[config.mk]
export PLATFORM = sky130hd
export DESIGN_NAME = flash_status_gen
export DESIGN_NICKNAME = d
export VERILOG_FILES = /design/src/rtl/flash_status_pkg.sv /design/src/rtl/fsg_region_match.sv /design/src/rtl/fsg_toggle.sv /design/src/rtl/flash_status_gen.sv
export SDC_FILE = /design/constraint.sdc
export NUM_CORES = 1
export LEC_CHECK = 0
export ABC_AREA = 1
export BUFFER_PORTS_ARGS = -buffer_cell sky130_fd_sc_hd__buf_2
export CAP_MARGIN = 20
export CORE_ASPECT_RATIO = 0.9
export CORE_UTILIZATION = 38
export DETAILED_ROUTE_END_ITERATION = 16
export GPL_ROUTABILITY_DRIVEN = 0
export PLACE_DENSITY = 0.83
export SYNTH_ARGS = -nofsm -noshare
export SYNTH_HDL_FRONTEND = slang
export SYNTH_SLANG_ARGS = --single-unit
[constraint.sdc]
create_clock -name clk -period 2.81 [get_ports clk]
set_input_delay 0.1405 -clock clk [delete_from_list [all_inputs] [get_ports clk]]
set_output_delay 0.1405 -clock clk [all_outputs]
set_load 0.005 [all_outputs]
[src/rtl/flash_status_pkg.sv]
package flash_status_pkg;
  typedef enum logic [1:0] {
    SCOPE_SECTOR = 2'd0,
    SCOPE_BLOCK  = 2'd1,
    SCOPE_CHIP   = 2'd2
  } ers_scope_e;

  localparam int unsigned POLL_BIT   = 7;
  localparam int unsigned TOGGLE_BIT = 6;
  localparam int unsigned REGION_BIT = 2;
endpackage

[src/rtl/fsg_region_match.sv]
module fsg_region_match
  import flash_status_pkg::*;
#(
  parameter int unsigned ADDR_W    = 12,
  parameter int unsigned SECT_LOG2 = 4,
  parameter int unsigned BLK_LOG2  = 7
) (
  input  logic [ADDR_W-1:0] rd_addr,
  input  logic [ADDR_W-1:0] ers_addr,
  input  ers_scope_e        scope,
  output logic              hit
);
  localparam int unsigned N_GRAN = 2;
  localparam int unsigned SHIFTS [N_GRAN] = '{SECT_LOG2, BLK_LOG2};

  logic [N_GRAN-1:0] gran_hit;

  for (genvar g = 0; g < N_GRAN; g++) begin : g_gran
    localparam int unsigned SH = SHIFTS[g];
    assign gran_hit[g] = (rd_addr[ADDR_W-1:SH] == ers_addr[ADDR_W-1:SH]);
  end

  always_comb begin
    unique case (scope)
      SCOPE_SECTOR: hit = gran_hit[0];
      SCOPE_BLOCK:  hit = gran_hit[1];
      SCOPE_CHIP:   hit = 1'b1;
      default:      hit = 1'b0;
    endcase
  end
endmodule

[src/rtl/fsg_toggle.sv]
module fsg_toggle (
  input  logic clk,
  input  logic rst,
  input  logic clr,
  input  logic adv,
  output logic nxt
);
  logic state;

  always_comb begin
    if (clr)      nxt = 1'b0;
    else if (adv) nxt = ~state;
    else          nxt = state;
  end

  always_ff @(posedge clk) begin
    if (rst) state <= 1'b0;
    else     state <= nxt;
  end
endmodule

[src/rtl/flash_status_gen.sv]
module flash_status_gen
  import flash_status_pkg::*;
#(
  parameter int unsigned DATA_W    = 16,
  parameter int unsigned ADDR_W    = 12,
  parameter int unsigned SECT_LOG2 = 4,
  parameter int unsigned BLK_LOG2  = 7
) (
  input  logic              clk,
  input  logic              rst,
  input  logic              rd_en,
  input  logic [ADDR_W-1:0] rd_addr,
  input  logic [DATA_W-1:0] array_data,
  input  logic              busy,
  input  logic              op_prog,
  input  logic              op_start,
  input  logic              erase_susp,
  input  logic [1:0]        ers_scope,
  input  logic [ADDR_W-1:0] ers_addr,
  input  logic [DATA_W-1:0] prog_data,
  output logic [DATA_W-1:0] rd_data,
  output logic              rd_valid
);
  logic in_region;
  logic erase_live;
  logic adv_main, adv_region;
  logic tog_main, tog_region;
  logic [DATA_W-1:0] word_nxt;

  fsg_region_match #(
    .ADDR_W   (ADDR_W),
    .SECT_LOG2(SECT_LOG2),
    .BLK_LOG2 (BLK_LOG2)
  ) u_region (
    .rd_addr (rd_addr),
    .ers_addr(ers_addr),
    .scope   (ers_scope_e'(ers_scope)),
    .hit     (in_region)
  );

  assign erase_live = busy & ~op_prog;
  assign adv_main   = rd_en & busy;
  assign adv_region = rd_en & in_region & (erase_live | erase_susp);

  fsg_toggle u_tog_main (
    .clk(clk), .rst(rst), .clr(op_start), .adv(adv_main), .nxt(tog_main)
  );

  fsg_toggle u_tog_region (
    .clk(clk), .rst(rst), .clr(op_start), .adv(adv_region), .nxt(tog_region)
  );

  always_comb begin
    word_nxt = array_data;
    if (busy) begin
      word_nxt[POLL_BIT]   = op_prog ? ~prog_data[POLL_BIT] : 1'b0;
      word_nxt[TOGGLE_BIT] = tog_main;
      word_nxt[REGION_BIT] = tog_region;
    end else if (erase_susp && in_region) begin
      word_nxt[POLL_BIT]   = 1'b1;
      word_nxt[TOGGLE_BIT] = 1'b1;
      word_nxt[REGION_BIT] = tog_region;
    end
  end

  always_ff @(posedge clk) begin
    if (rst) begin
      rd_data  <= '0;
      rd_valid <= 1'b0;
    end else begin
      rd_valid <= rd_en;
      if (rd_en) rd_data <= word_nxt;
    end
  end
endmodule

## After elaboration in Yosys (flattened, before gate mapping)

Index checks and enable logic that the tools add are counted.

| operators by class | value |
|---|---|
| equal/unequal tests | 4 |
| multiplexer cells | 10 |
| bitwise logic cells | 9 |
| reduce and logical (&&, ||, !) cells | 2 |

Operators with widths:

| operator | count |
|---|---|
| $eq A8 B8 Y1 | 1 |
| $mux W1 | 7 |
| $eq A5 B5 Y1 | 1 |
| $and A1 B1 Y1 | 4 |
| $mux W2 | 2 |
| $not A1 Y1 | 4 |
| $pmux W1 S3 | 1 |
| $eq A2 B1 Y1 const B | 1 |
| $eq A2 B2 Y1 const B | 1 |
| $logic_not A2 Y1 | 1 |
| $logic_and A1 B1 Y1 | 1 |
| $or A1 B1 Y1 | 1 |

| storage, ports and cells | value |
|---|---|
| register bits after elaboration | 19 |
| output and inout bits | 17 |
| word-level logic and storage cells | 29 |

## Longest topological paths before layout

| depth | value |
|---|---|
| word-level depth | 8 |
| gate-level depth with buffers | 14 |
| depth with buffers taken out | 14 |

## Hierarchy

From an unflattened synthesis, not the netlist that was laid out.

| unflattened totals | value |
|---|---|
| cells, all modules | 137 |
| area, all modules | 955.9 um^2 |

By module, submodules not included:

| module | instances | cells an instance | area each (um^2) | sequential area each (um^2) |
|---|---|---|---|---|
| flash_status_gen | 1 | 89 | 708.2 | 340.3 |
| fsg_region_match | 1 | 34 | 150.1 | 0.0 |
| fsg_toggle | 2 | 7 | 48.8 | 20.0 |

## Least setup slack after synthesis

Ideal clock, no wire load.

| path | value |
|---|---|
| kind | in2reg |
| start point | input port rd_addr[7] |
| end point | register rd_data[2] |
| setup time | 0.112 ns |
| arrival time | 0.891 ns |
| data required time | 2.698 ns |
| slack | 1.807 ns |
| stages on the path | 12 |
| cell sequence | inv_1 or2_1 nand3_2 nor2_1 nand2_1 nand2_2 nand2_2 nand3_2 nand2_1 inv_2 nand2_1 nand2_1 |

| on the way | value |
|---|---|
| cells in the longest elaborated chain, start to end | 8 |
| elaborated cells on any way between the ends | 10 |
| classes of those cells | eq/ne: 2; mux: 5; bitwise: 2; reduce/logical: 1 |

Ends and longest elaborated chain:

| what | RTL line | RTL |
|---|---|---|
| from (decl) | flash_status_gen.sv:12 | `input logic [ADDR_W-1:0] rd_addr,` |
| $eq A8 B8 Y1 or $eq A5 B5 Y1 (tied branches) | fsg_region_match.sv:20 | `assign gran_hit[g] = (rd_addr[ADDR_W-1:SH] == ers_addr[ADDR_W-1:SH]);` |
| $pmux W1 S3 (*) | fsg_region_match.sv:24 | `unique case (scope)` |
| $and A1 B1 Y1 (2 in series) | flash_status_gen.sv:43 | `assign adv_region = rd_en & in_region & (erase_live \| erase_susp);` |
| $mux W1 | fsg_toggle.sv:12 | `else if (adv) nxt = ~state;` |
| $mux W1 | fsg_toggle.sv:11 | `if (clr) nxt = 1'b0;` |
| $mux W1 | flash_status_gen.sv:59 | `end else if (erase_susp && in_region) begin` |
| $mux W1 (*) | flash_status_gen.sv:55 | `if (busy) begin` |
| to (signal assigned) | flash_status_gen.sv:72 | `if (rd_en) rd_data <= word_nxt;` |
| to (decl) | flash_status_gen.sv:21 | `output logic [DATA_W-1:0] rd_data,` |

Every way passes the cells marked *; elsewhere a longest branch is shown, timed or not.
A chain may end at the register's enable or synchronous reset.

==> flow_summary.json <==
{
  "slew_headroom_pct": 33.02,
  "die_height_um": 47.35,
  "syn_area_um2": 868.3,
  "rsz0062_at_grt": "false",
  "design_area_um2": 1210,
  "max_freq_mhz": 929.0,
  "post_cts_buffers": 0,
  "start_kind": "input port",
  "core_um2": 2162,
  "required_ns": 3.05,
  "clock_path_buffers": 2,
  "leakagePower_uw": 0.0006881,
  "synth_ff_type": "dfxtp_1",
  "nets": 234,
  "slew_violations": 0,
  "worstSetupStartpoint": "rd_en",
  "grt_pass1_vias": 792,
  "clock-root-buffer": "clkbuf_4",
  "r2r-start": "u_tog_main.state$_SDFF_PP0_",
  "antenna_found_initial": 0,
  "io_buffer_count": 58,
  "htree_levels": 1,
  "ctsHoldBuffers": 0,
  "grt-ovfl-total": 0,
  "floorplan.die.width_um": 52.39,
  "clk_latency_ns": 0.30,
  "areaGrowthSynthToFinish_pct": 39.34,
  "netlist_instances": 108,
  "worstMarginPinSlew_ns": 1.001,
  "ys_ff_latch": 19,
  "synthArstFlopShare_pct": 0,
  "reg2reg_depth": 6,
  "crit_arrival_ns": 1.32,
  "drt_iter0_drc": 14,
  "dr_total_vias": 871,
  "cp_max_fo": 16,
  "hold_class": "in2reg",
  "wl_per_cell_um": 10.00,
  "ant_nets": 0,
  "postCtsResizedCells": 0,
  "syn-num-nets": 173,
  "outcome": "finished clean",
  "yosysTopAreaCell": "dfxtp_1",
  "finalSetupTns_ns": 0,
  "final_layout_size_suffix_gt1_share_pct": 44.64,
  "cts_tree": "done",
  "post-route-period-util_pct": 38.31,
  "viasPerCell": 4.467,
  "cts.sinks": 19,
  "fin_crit_ns": 1.076,
  "synth_cell_types": 17,
  "skew_ns": 0.01061,
  "synthTopCellsByArea": "dfxtp_1 44%, a22o_1 13%, nand2_1 11%",
  "grt_use_total_pct": 16.04,
  "drt-pass1-iter-count": 4,
  "multi_input_area_um2": 417.9,
  "core.rowCount": 16,
  "critical_path_class": "in2reg",
  "ios": 82,
  "ff_latch_area_um2": 380.4,
  "synth_edf_count": 0,
  "numCtsBuffers": 3,
  "cap_viol_max_count": 0,
  "ys_warn_count": 0,
  "avgSynthCellArea_um2": 8.040,
  "grt_start_max_net_pins": 18,
  "grt_pass1_wl_um": 2939,
  "hold_violations": 0,
  "drc": 0,
  "hpwlAfterDp_um": 1586,
  "setup_viol": 0,
  "start_util_pct": 40.16,
  "power_density_nw_per_um2": 438.7,
  "power_uw": 530.7,
  "dieArea_um2": 2481,
  "hold_start": "array_data[4]",
  "ys_seq_area_share_pct": 43.80,
  "dpl-instance-area_um2": 1182,
  "ir_drop_v": 0.0003397,
  "antenna_cells": 0,
  "yosysTopAreaCellShare_pct": 43.80,
  "min_path_cells": 2,
  "path_clk_slew_ns": 0.11,
  "fillCellCount": 210,
  "end_kind": "register",
  "routed_wl_um": 1950
}
## layout by cell type, fill, tap and decap left out
cell,instances
a21oi_1,2
a22o_1,13
buf_2,58
clkbuf_4,3
clkinv_2,1
dfxtp_1,19
inv_1,14
inv_2,2
nand2_1,26
nand2_2,6
nand3_1,2
nand3_2,3
nor2_1,7
nor2_4,1
o21ai_0,2
o21ai_1,2
o21ai_4,1
or2_1,3
xnor2_1,3
## metrics by stage
step           hold WS [ns]  worst slack, ns  std cells  utilization [%]
2_1_floorplan        0.2125            1.807        108                -
3_3_place_gp         0.3503            1.496        191            54.69
3_5_place_dp         0.3548            1.421        191            54.69
4_1_cts             0.02989            1.729        195            55.96
5_1_grt             0.02484            1.661        195            55.96
6_report            0.03587            1.734        195            55.96
## cells by family after synthesis
group	count (synthesis)	share of synthesized area, %
compound gates	20	18.44
simple gates	48	26.66
flops	19	43.80
xor+xnor	3	3.026
buf+inv	18	8.069
## registers in the layout, indices dropped and copies added (netlist names)
register / flops
u_tog_region.state: 1
rd_valid: 1
rd_data: 16
u_tog_main.state: 1
## worst max-delay path: stages
cell and delay [ns]:
buf_2 0.12, nor2_1 0.77, a22o_1 0.28
## power breakdown
group	switching (µW)	internal [µW]
registers	7.08	285
clock network	83.7	53.1
logic	48.9	53.4
## final cells by class
| class | instances | share of cell area, % |
|---|---|---|
| clock buffers | 3 | 1.861 |
| clock inverters | 1 | 0.4137 |
| inverters | 16 | 4.964 |
| multi-input cells | 71 | 34.54 |
| flip-flops and latches | 19 | 31.44 |
| well taps | 27 | 2.792 |
| repair buffers | 58 | 23.99 |
## path summary, 6_finish.rpt
kind | to | slack (ns)
worst min register to register | rd_data[6]$_SDFFE_PP0P_ | 0.46
worst min-delay path | rd_data[4]$_SDFFE_PP0P_ | 0.04
worst max register to register | rd_data[6]$_SDFFE_PP0P_ | 1.92
worst max-delay path | rd_data[8]$_SDFFE_PP0P_ | 1.73
## layer usage
| metal | share of wire (%) | global-route usage, % |
|---|---|---|
| met1 | 42 | 16.83 |
| met2 | 52 | 29.87 |
| met3 | 4.3 | 5.502 |
| met4 | 0.92 | 6.316 |
| met5 | 0 | 0 |
## cell usage after synthesis, types with 3 or more instances
cell type	number
nor2_1	7
inv_1	14
nand2_2	6
nand3_2	3
xnor2_1	3
dfxtp_1	19
or2_1	3
nand2_1	26
a22o_1	13
No activity file was read; power rests on OpenSTA's default activity.
